[config.mk]
export PLATFORM = sky130hd
export DESIGN_NAME = phy_mode_seq
export DESIGN_NICKNAME = d
export VERILOG_FILES = /design/src/rtl/phy_mode_pkg.sv /design/src/rtl/phy_mode_timer.sv /design/src/rtl/phy_mode_access.sv /design/src/rtl/phy_mode_patch.sv /design/src/rtl/phy_mode_seq.sv
export SDC_FILE = /design/constraint.sdc
export NUM_CORES = 1
export LEC_CHECK = 0
export CAP_MARGIN = 10
export CELL_PAD_IN_SITES_DETAIL_PLACEMENT = 0
export CELL_PAD_IN_SITES_GLOBAL_PLACEMENT = 2
export CORE_MARGIN = 5
export CORE_UTILIZATION = 37
export CTS_BUF_LIST = sky130_fd_sc_hd__clkbuf_8
export DETAILED_ROUTE_END_ITERATION = 8
export GPL_ROUTABILITY_DRIVEN = 0
export PLACE_DENSITY_LB_ADDON = 0.12
export SETUP_SLACK_MARGIN = 0.5
export SLEW_MARGIN = 20
export SYNTH_ARGS = -nofsm -noshare
export SYNTH_HDL_FRONTEND = slang
export SYNTH_HIERARCHICAL = 1
export SYNTH_SLANG_ARGS = --single-unit
[constraint.sdc]
create_clock -name clk -period 3.45 [get_ports clk]
set_input_delay 0.69 -clock clk [delete_from_list [all_inputs] [get_ports clk]]
set_output_delay 0.69 -clock clk [all_outputs]
set_load 0.01 [all_outputs]
[src/rtl/phy_mode_pkg.sv]
package phy_mode_pkg;
  localparam int REG_AW = 5;
  localparam int DATA_W = 16;
  localparam int MODE_W = 32;

  // transceiver register numbers the sequence depends on
  localparam logic [REG_AW-1:0] RG_CTRL   = 5'd0;
  localparam logic [REG_AW-1:0] RG_STAT   = 5'd1;
  localparam logic [REG_AW-1:0] RG_ID     = 5'd3;
  localparam logic [REG_AW-1:0] RG_CFG    = 5'd16;
  localparam logic [REG_AW-1:0] RG_SPEC   = 5'd17;
  localparam logic [REG_AW-1:0] RG_TUNE_A = 5'd24;
  localparam logic [REG_AW-1:0] RG_TUNE_B = 5'd25;
  localparam logic [REG_AW-1:0] RG_VEND   = 5'd31;

  localparam logic [DATA_W-1:0] LINK_MASK = 16'h0024;
  localparam logic [DATA_W-1:0] DUP_MASK  = 16'hA000;
  localparam logic [DATA_W-1:0] ID_MASK   = 16'hFFF0;
  localparam logic [DATA_W-1:0] ID_MATCH  = 16'hB900;
  localparam logic [DATA_W-1:0] ID_REV1   = 16'hB901;
  localparam logic [DATA_W-1:0] VEND_V1   = 16'h4404;

  localparam int MB_SF   = 21;
  localparam int MB_FDX  = 9;
  localparam int MB_ALT  = 18;
  localparam logic [MODE_W-1:0] MODE_BASE = 32'h0020_0000;

  typedef enum logic [3:0] {
    S_IDLE, S_FORCE10, S_POLL, S_SPEC, S_EMIT, S_ID,
    S_VEND, S_CFG, S_SRC, S_TUNE, S_FIN, S_HALT
  } seq_state_t;
endpackage

[src/rtl/phy_mode_timer.sv]
module phy_mode_timer #(
  parameter int TIMEOUT_CYC = 400_000_000
) (
  input  logic clk,
  input  logic rst_n,
  input  logic run,
  output logic expired
);
  localparam int CW = $clog2(TIMEOUT_CYC + 1);
  localparam logic [CW-1:0] LIMIT = CW'(TIMEOUT_CYC);

  logic [CW-1:0] cnt_q, cnt_d;
  logic          cnt_en;

  assign expired = (cnt_q >= LIMIT);
  assign cnt_en  = run && !expired;

  always_comb begin
    cnt_d = cnt_q + CW'(1);
  end

  always_ff @(posedge clk or negedge rst_n) begin
    if (!rst_n)      cnt_q <= '0;
    else if (cnt_en) cnt_q <= cnt_d;
  end
endmodule

[src/rtl/phy_mode_access.sv]
module phy_mode_access
  import phy_mode_pkg::*;
(
  input  logic              clk,
  input  logic              rst_n,
  input  logic              go,
  input  logic              cmd_wr,
  input  logic [REG_AW-1:0] cmd_reg,
  input  logic [DATA_W-1:0] cmd_wdata,
  input  logic              resp_done,
  output logic              req_valid,
  output logic              req_write,
  output logic [REG_AW-1:0] req_reg,
  output logic [DATA_W-1:0] req_wdata,
  output logic              busy,
  output logic              ack
);
  logic busy_d;

  assign ack = busy && resp_done;

  always_comb begin
    busy_d = busy;
    if (go)       busy_d = 1'b1;
    else if (ack) busy_d = 1'b0;
  end

  always_ff @(posedge clk or negedge rst_n) begin
    if (!rst_n) begin
      busy      <= 1'b0;
      req_valid <= 1'b0;
    end else begin
      busy      <= busy_d;
      req_valid <= go;
    end
  end

  always_ff @(posedge clk or negedge rst_n) begin
    if (!rst_n) begin
      req_write <= 1'b0;
      req_reg   <= '0;
      req_wdata <= '0;
    end else if (go) begin
      req_write <= cmd_wr;
      req_reg   <= cmd_reg;
      req_wdata <= cmd_wdata;
    end
  end
endmodule

[src/rtl/phy_mode_patch.sv]
module phy_mode_patch
  import phy_mode_pkg::*;
(
  input  logic              first_kind,
  input  logic [DATA_W-1:0] id_val,
  input  logic [DATA_W-1:0] src_val,
  output logic [REG_AW-1:0] src_reg,
  output logic [DATA_W-1:0] cfg_val,
  output logic [DATA_W-1:0] tune_val
);
  always_comb begin
    if (first_kind) begin
      src_reg  = RG_TUNE_A;
      cfg_val  = (id_val == ID_REV1) ? 16'h0005 : 16'h1005;
      tune_val = {8'hF0, src_val[7:0] + 8'd3};
    end else begin
      src_reg  = RG_TUNE_B;
      cfg_val  = 16'h0005;
      tune_val = {src_val[15:8], 8'h02};
    end
  end
endmodule

[src/rtl/phy_mode_seq.sv]
module phy_mode_seq
  import phy_mode_pkg::*;
#(
  parameter int TIMEOUT_CYC = 400_000_000
) (
  input  logic              clk,
  input  logic              rst_n,
  input  logic              strap_10m,
  output logic              mreq_valid,
  output logic              mreq_write,
  output logic [REG_AW-1:0] mreq_reg,
  output logic [DATA_W-1:0] mreq_wdata,
  input  logic              mresp_done,
  input  logic [DATA_W-1:0] mresp_rdata,
  output logic [MODE_W-1:0] mode_word,
  output logic              mode_valid,
  output logic              seq_done
);
  // reset: asserted asynchronously, released on the clock
  logic [1:0] rst_pipe;
  logic       rst_ni;

  always_ff @(posedge clk or negedge rst_n) begin
    if (!rst_n) rst_pipe <= 2'b00;
    else        rst_pipe <= {rst_pipe[0], 1'b1};
  end
  assign rst_ni = rst_pipe[1];

  seq_state_t        state_q, state_d;
  logic [MODE_W-1:0] mode_q, mode_d;
  logic [DATA_W-1:0] id_q, id_d;
  logic [DATA_W-1:0] src_q, src_d;
  logic              kind_q, kind_d;
  logic              mode_en, id_en, src_en, kind_en;

  logic              is_acc, go, busy, ack, expired;
  logic              acc_wr;
  logic [REG_AW-1:0] acc_reg;
  logic [DATA_W-1:0] acc_wdata;
  logic [REG_AW-1:0] patch_reg;
  logic [DATA_W-1:0] patch_cfg, patch_tune;

  phy_mode_timer #(.TIMEOUT_CYC(TIMEOUT_CYC)) u_timer (
    .clk     (clk),
    .rst_n   (rst_ni),
    .run     (state_q == S_POLL),
    .expired (expired)
  );

  phy_mode_patch u_patch (
    .first_kind (kind_q),
    .id_val     (id_q),
    .src_val    (src_q),
    .src_reg    (patch_reg),
    .cfg_val    (patch_cfg),
    .tune_val   (patch_tune)
  );

  phy_mode_access u_acc (
    .clk       (clk),
    .rst_n     (rst_ni),
    .go        (go),
    .cmd_wr    (acc_wr),
    .cmd_reg   (acc_reg),
    .cmd_wdata (acc_wdata),
    .resp_done (mresp_done),
    .req_valid (mreq_valid),
    .req_write (mreq_write),
    .req_reg   (mreq_reg),
    .req_wdata (mreq_wdata),
    .busy      (busy),
    .ack       (ack)
  );

  // access command for each step
  always_comb begin
    is_acc    = 1'b1;
    acc_wr    = 1'b0;
    acc_reg   = RG_STAT;
    acc_wdata = '0;
    unique case (state_q)
      S_FORCE10: begin acc_wr = 1'b1; acc_reg = RG_CTRL; end
      S_POLL:    acc_reg = RG_STAT;
      S_SPEC:    acc_reg = RG_SPEC;
      S_ID:      acc_reg = RG_ID;
      S_VEND:    acc_reg = RG_VEND;
      S_CFG:     begin acc_wr = 1'b1; acc_reg = RG_CFG; acc_wdata = patch_cfg; end
      S_SRC:     acc_reg = patch_reg;
      S_TUNE:    begin acc_wr = 1'b1; acc_reg = RG_TUNE_B; acc_wdata = patch_tune; end
      default:   is_acc = 1'b0;
    endcase
  end

  assign go = is_acc && !busy;

  // next state
  always_comb begin
    state_d = state_q;
    mode_d  = mode_q;
    id_d    = id_q;
    src_d   = src_q;
    kind_d  = kind_q;
    unique case (state_q)
      S_IDLE:    state_d = strap_10m ? S_FORCE10 : S_POLL;
      S_FORCE10: if (ack) state_d = S_EMIT;
      S_POLL: if (ack) begin
        if ((mresp_rdata & LINK_MASK) == LINK_MASK) state_d = S_SPEC;
        else if (expired) begin
          mode_d[MB_ALT] = 1'b1;
          state_d        = S_EMIT;
        end
      end
      S_SPEC: if (ack) begin
        if ((mresp_rdata & DUP_MASK) != '0) mode_d[MB_FDX] = 1'b1;
        state_d = S_EMIT;
      end
      S_EMIT:    state_d = mode_q[MB_ALT] ? S_ID : S_FIN;
      S_ID: if (ack) begin
        id_d    = mresp_rdata;
        state_d = ((mresp_rdata & ID_MASK) == ID_MATCH) ? S_VEND : S_FIN;
      end
      S_VEND: if (ack) begin
        kind_d  = (mresp_rdata == VEND_V1);
        state_d = S_CFG;
      end
      S_CFG:     if (ack) state_d = S_SRC;
      S_SRC: if (ack) begin
        src_d   = mresp_rdata;
        state_d = S_TUNE;
      end
      S_TUNE:    if (ack) state_d = S_FIN;
      S_FIN:     state_d = S_HALT;
      default:   state_d = S_HALT;
    endcase
  end

  assign mode_en = (state_q == S_POLL) || (state_q == S_SPEC);
  assign id_en   = (state_q == S_ID);
  assign src_en  = (state_q == S_SRC);
  assign kind_en = (state_q == S_VEND);

  always_ff @(posedge clk or negedge rst_ni) begin
    if (!rst_ni) state_q <= S_IDLE;
    else         state_q <= state_d;
  end

  always_ff @(posedge clk or negedge rst_ni) begin
    if (!rst_ni)      mode_q <= MODE_BASE;
    else if (mode_en) mode_q <= mode_d;
  end

  always_ff @(posedge clk or negedge rst_ni) begin
    if (!rst_ni) begin
      id_q   <= '0;
      src_q  <= '0;
      kind_q <= 1'b0;
    end else begin
      if (id_en)   id_q   <= id_d;
      if (src_en)  src_q  <= src_d;
      if (kind_en) kind_q <= kind_d;
    end
  end

  assign mode_word  = mode_q;
  assign mode_valid = (state_q == S_EMIT);
  assign seq_done   = (state_q == S_FIN);
endmodule

Word-level counts from Yosys, hierarchy flattened
Index checks and enable logic that the tools add are counted.
Widths: inputs -> output; s select.
{"block": "word_totals", "reg_bits": 94, "inputBits": 20, "out_inout_bits": 57, "word_cells": 80}
{"block": "op_classes", "n_addsub": 2, "n_lt_le_gt_ge": 1, "eq_ne": 22, "mux": 23, "n_bitwise": 1, "n_reduce_logical": 18}
{"operator": "$mux 4", "count": 11}
{"operator": "$pmux 4 s9", "count": 1}
{"operator": "$pmux 5 s7", "count": 1}
{"operator": "$mux 16", "count": 2}
{"operator": "$pmux 16 s2", "count": 1}
{"operator": "$add 29x1->29 const B", "count": 1}
{"operator": "$ge 29x29->1 const B", "count": 1}
{"operator": "$eq 16x15->1 const B", "count": 1}
{"operator": "$eq 16x16->1 const B", "count": 1}
{"operator": "$eq 4x3->1 const B", "count": 4}
{"operator": "$reduce_bool 16->1", "count": 1}
{"operator": "$mux 13", "count": 1}
{"operator": "$eq 12x12->1 const B", "count": 1}
{"operator": "$eq 4x4->1 const B", "count": 3}
{"operator": "$add 8x2->8 const B", "count": 1}
{"operator": "$eq 4x2->1 const B", "count": 2}
{"operator": "$ne 2x1->1 const B", "count": 4}
{"operator": "$reduce_and 8->1", "count": 1}
{"operator": "$reduce_or 8->1", "count": 1}
{"operator": "$ne 2x2->1 const B", "count": 3}
{"operator": "$reduce_and 2->1", "count": 3}
{"operator": "$mux 1", "count": 5}
{"operator": "$reduce_and 5->1", "count": 1}
{"operator": "$eq 4x1->1 const B", "count": 1}
{"operator": "12 further kinds", "count": 15}

Longest topological paths before layout
{"block": "depth", "depth_word": 5, "depth_mapped": 7, "ltp_nobuf": 7}

Modules after synthesis
The synthesis kept the hierarchy.
{"mod": "phy_mode_seq", "n_inst": 1, "cells_per_inst": 213, "area_per_inst_um2": 2334.7, "seq_area_each_um2": 1026.0}
{"mod": "phy_mode_timer", "n_inst": 1, "cells_per_inst": 131, "area_per_inst_um2": 1455.1, "seq_area_each_um2": 725.7}
{"mod": "phy_mode_access", "n_inst": 1, "cells_per_inst": 51, "area_per_inst_um2": 888.4, "seq_area_each_um2": 600.6}
{"mod": "phy_mode_patch", "n_inst": 1, "cells_per_inst": 60, "area_per_inst_um2": 401.6, "seq_area_each_um2": 0.0}

Worst setup path after synthesis
Ideal clock, no wire load.
{"block": "synth_path", "path_kind": "input -> register", "startpoint": "input mresp_done", "endpoint": "register id_q[10]", "setup_time_ps": 127, "arrival_time_ps": 1862, "required_time_ps": 3323, "slack_ps": 1461, "stages": 6, "path_buffers": 3, "path_cell_list": "and2_1 -> clkbuf_1 -> and4b_1 -> buf_4 -> buf_6 -> mux2_1"}
{"block": "synth_via", "elab_chain_cells": 2}
{"element": "start: declaration", "line_no": "phy_mode_seq.sv:13", "source": "input logic mresp_done,"}
{"element": "$logic_and 1x1->1", "line_no": "phy_mode_access.sv:20", "source": "assign ack = busy && resp_done;"}
{"element": "$reduce_and 2->1 (no line)"}
{"element": "end signal: assignment", "line_no": "phy_mode_seq.sv:158", "source": "if (id_en) id_q <= id_d;"}
{"element": "end: declaration", "line_no": "phy_mode_seq.sv:31", "source": "logic [DATA_W-1:0] id_q, id_d;"}
Every way passes these cells.
A chain may end at the register's enable or synchronous reset.

Worst setup path after layout
{"block": "layout_path", "startpoint": "register state_q[0]", "endpoint": "output seq_done"}
{"block": "layout_via", "elab_chain_cells": 1}
{"element": "start: declaration", "line_no": "phy_mode_seq.sv:29", "source": "seq_state_t state_q, state_d;"}
{"element": "start signal: assignment", "line_no": "phy_mode_seq.sv:144", "source": "else state_q <= state_d;"}
{"element": "$eq 4x4->1", "line_no": "phy_mode_seq.sv:166", "source": "assign seq_done = (state_q == S_FIN);"}
{"element": "end: declaration", "line_no": "phy_mode_seq.sv:17", "source": "output logic seq_done"}
Every way passes these cells.

==> impl_metrics.tcl <==
set metrics [dict create \
    status "finished clean" \
    synthesis.area_sq_um 5080 \
    htree_num_levels 3 \
    drive_above_1_share_pct 18.6 \
    synth_xor_area_share_pct 5.34 \
    grt_overflow 0 \
    path_class "reg -> out" \
    path_cells "nor2b_1 -> nor2b_1 -> clkdlybuf4s50_1" \
    rows 42 \
    timing.final.crit_share_pct 80.3 \
    hold_class "reg -> async" \
    synthSimpleGateAreaFrac_pct 15.0 \
    cp.required_ns 2.76 \
    synth_top_family_by_area "simple AND/OR/NAND/NOR gates" \
    antenna_found_initial 0 \
    fin_ws_ns 0.681 \
    crit_fanout 20 \
    final_antenna_net_count 0 \
    rrSetupSlack_ns 1.06 \
    grt_pass1_wl_um 17500 \
    cts_buffer_depth 2 \
    synth_edf_count 0 \
    ys_seq_area_share_pct 46.3 \
    synthMuxAreaShare_pct 12.6 \
    yosys_warnings 6 \
    p_seq_share_pct 55.4 \
    final_cell_mix "92 x dfrtp_1, 50 x conb_1, 46 x mux2_2, 46 x clkdlybuf4s50_1" \
    reg2reg_from "state_q[0]$_DFFE_PN0P_" \
    yosysUniqueCellTypes 67 \
    rr_worst_depth 5 \
    finalInstanceArea_sq_um 5670 \
    wl_per_cell_um 15.3 \
    die_h_um 127 \
    via_per_inst 4.93 \
    critical-path-slowest-cell "dfrtp_1" \
    leakage_nw 2.66 \
    utilization_pct 42.5 \
    setup_tns_ns 0 \
    synthToLayoutAreaGrowth_pct 11.7 \
    die_w_um 127 \
    powerDensity_nw_per_um2 416 \
    internal_power_w 0.00172 \
    place_hpwl_um 7530 \
    core_sq_um 13300 \
    slowest_delay_ns 0.62 \
    finalHoldViolations 0 \
    endpoint_kind "output port" \
    start_util_pct 38.1 \
    pwr-share-comb_pct 16.6 \
    p_clk_share_pct 28.0 \
    dieArea_sq_um 16200 \
    setup_violations 0 \
    dp_slack_ns 0.851 \
    grt_start_max_net_pins 50 \
    drtIter0Drc 78 \
    skew_ns 0.0106 \
    drc 0 \
    cts_setup_buffers 0 \
    grt_setup_unrepaired "false" \
    final.min_clock_period_ns 2.77 \
    worstMarginPinSlew_ns 1.03 \
    p_sw_share_pct 27.0 \
    clock-root-buffer "clkbuf_8" \
    ys_ff_latch 94 \
    drt-total-wl_um 10400 \
    slew-limit-headroom_pct 31.2 \
    ios 77 \
    grt_pass1_vias 3313 \
    num_vias 3340 \
    startpoint_type "register" \
    final_common_cell "dfrtp_1" \
    drv_slew 0 \
    cpMostUsedCell "nor2b_1" \
    grt_use_total_pct 13.4 \
    io_buffers 46 \
    clkSinkCount 94 \
    synth-adder-area-share_pct 0.739 \
    synthCells 455 \
    worstSkewPairLatency_ns 0.37 \
    synth_flop_cell "dfrtp_1" \
    nNetsFinal 519 \
    drt_pass1_iterations 4 \
    synth_compound_area_share_pct 9.14 \
    cts_tree "yes" \
    fmax_mhz 361 \
    clk_pin_slew_ns 0.09 \
    num-fill-cells 1301 \
    cap_violations 0 \
    placed_area_sq_um 5500 \
    largest_reg_flops 29 \
    arrival_ns 2.08 \
    switchingPower_w 0.000638 \
    top_register "u_timer/cnt_q" \
    diodes 0 \
    cts_inserted_buffers 9 \
    syn-mean-instance-area_sq_um 11.2 \
    r2r-end "u_timer/cnt_q[28]$_DFFE_PN0P_" \
    ir_worst_vdd_mv 0.175 \
    ys_async_sr_fraction_pct 100 \
]
-- power by group through the flow --
stage	Combinational (W)	Sequential, W	Clock (W)
after global placement	0.000391	0.00133	0
after global routing	0.000427	0.00133	0.000745
after floorplan	0.000234	0.00133	0
final	0.000392	0.00131	0.000662
after detailed placement	0.000395	0.00133	0
after CTS	0.000397	0.00131	0.000698
-- cells by family (layout without fill, tap and decap cells) --
family | Yosys count | count (layout)
compound gates | 61 | 61
xor+xnor | 31 | 31
fa+ha+maj | 3 | 3
buf+inv | 81 | 81
flops | 94 | 94
mux | 57 | 57
other cells | 4 | 50
simple gates | 124 | 124
-- repair_timing --
item | CTS | global route
setup endpoints to repair | 1 | 0
gates resized for setup | 1 | 0
hold buffers | 0 | 0
-- through the flow --
| step | power [W] | cells | hold WS, ns |
|---|---|---|---|
| after floorplan | 0.00157 | 501 | 0.331 |
| after global placement | 0.00172 | 661 | 0.338 |
| after detailed placement | 0.00173 | 661 | 0.341 |
| after CTS | 0.00241 | 677 | 0.363 |
| after global routing | 0.00250 | 677 | 0.374 |
| final | 0.00236 | 677 | 0.352 |
-- worst max-delay path by stage --
stage / depth (start not counted) / endpoint / start / slack (ns)
finish: 3 / seq_done / state_q[0]$_DFFE_PN0P_ / 0.68
global route: 3 / seq_done / state_q[0]$_DFFE_PN0P_ / 0.54
CTS: 3 / seq_done / state_q[0]$_DFFE_PN0P_ / 0.66
detailed placement: 4 / src_q[1]$_DFFE_PN0P_ / mresp_done / 0.85
global placement: 4 / src_q[3]$_DFFE_PN0P_ / mresp_done / 0.87
floorplan: 0 / id_q[0]$_DFFE_PN0P_ / rst_pipe[1]$_DFF_PN0_ / 0.64
-- worst max-delay path, delay by kind of cell (launching register included) --
| kind | cells | cell delay (ns) |
|---|---|---|
| flops | 1 | 0.62 |
| simple gates | 2 | 0.56 |
| buf+inv | 1 | 0.54 |
-- cell type report --
cell class / count / area, sq um / share of cell area [%]
timing repair buffer: 52 / 505 / 8.91
sequential: 94 / 2360 / 41.5
clock buffer: 10 / 138 / 2.43
multi-input combinational: 326 / 2370 / 41.7
tap: 176 / 220 / 3.88
clock inverter: 6 / 37.5 / 0.662
inverter: 13 / 48.8 / 0.860
-- synthesized netlist by cell type (10+ instances only) --
master	n	area (sq um)
nand3_1	10	50.1
mux2_2	46	518
inv_1	10	37.5
buf_4	51	383
dfrtp_1	94	2350
nor2_1	20	75.1
xor2_1	19	166
nand2_1	17	63.8
nand4_1	13	81.3
a22o_1	16	140
xnor2_1	12	105
mux2_1	11	124
o21ai_0	11	55.1
-- routing by layer --
| metal | vias to the layer above | GRT usage, % | part of all wire, % |
|---|---|---|---|
| li1 | 1621 | - | - |
| met1 | 1641 | 18.4 | 48 |
| met2 | 65 | 21.0 | 46 |
| met3 | 13 | 2.71 | 4.3 |
| met4 | 0 | 5.30 | 1.6 |
| met5 | - | 0 | 0 |
No activity file was read; power rests on OpenSTA's default activity.
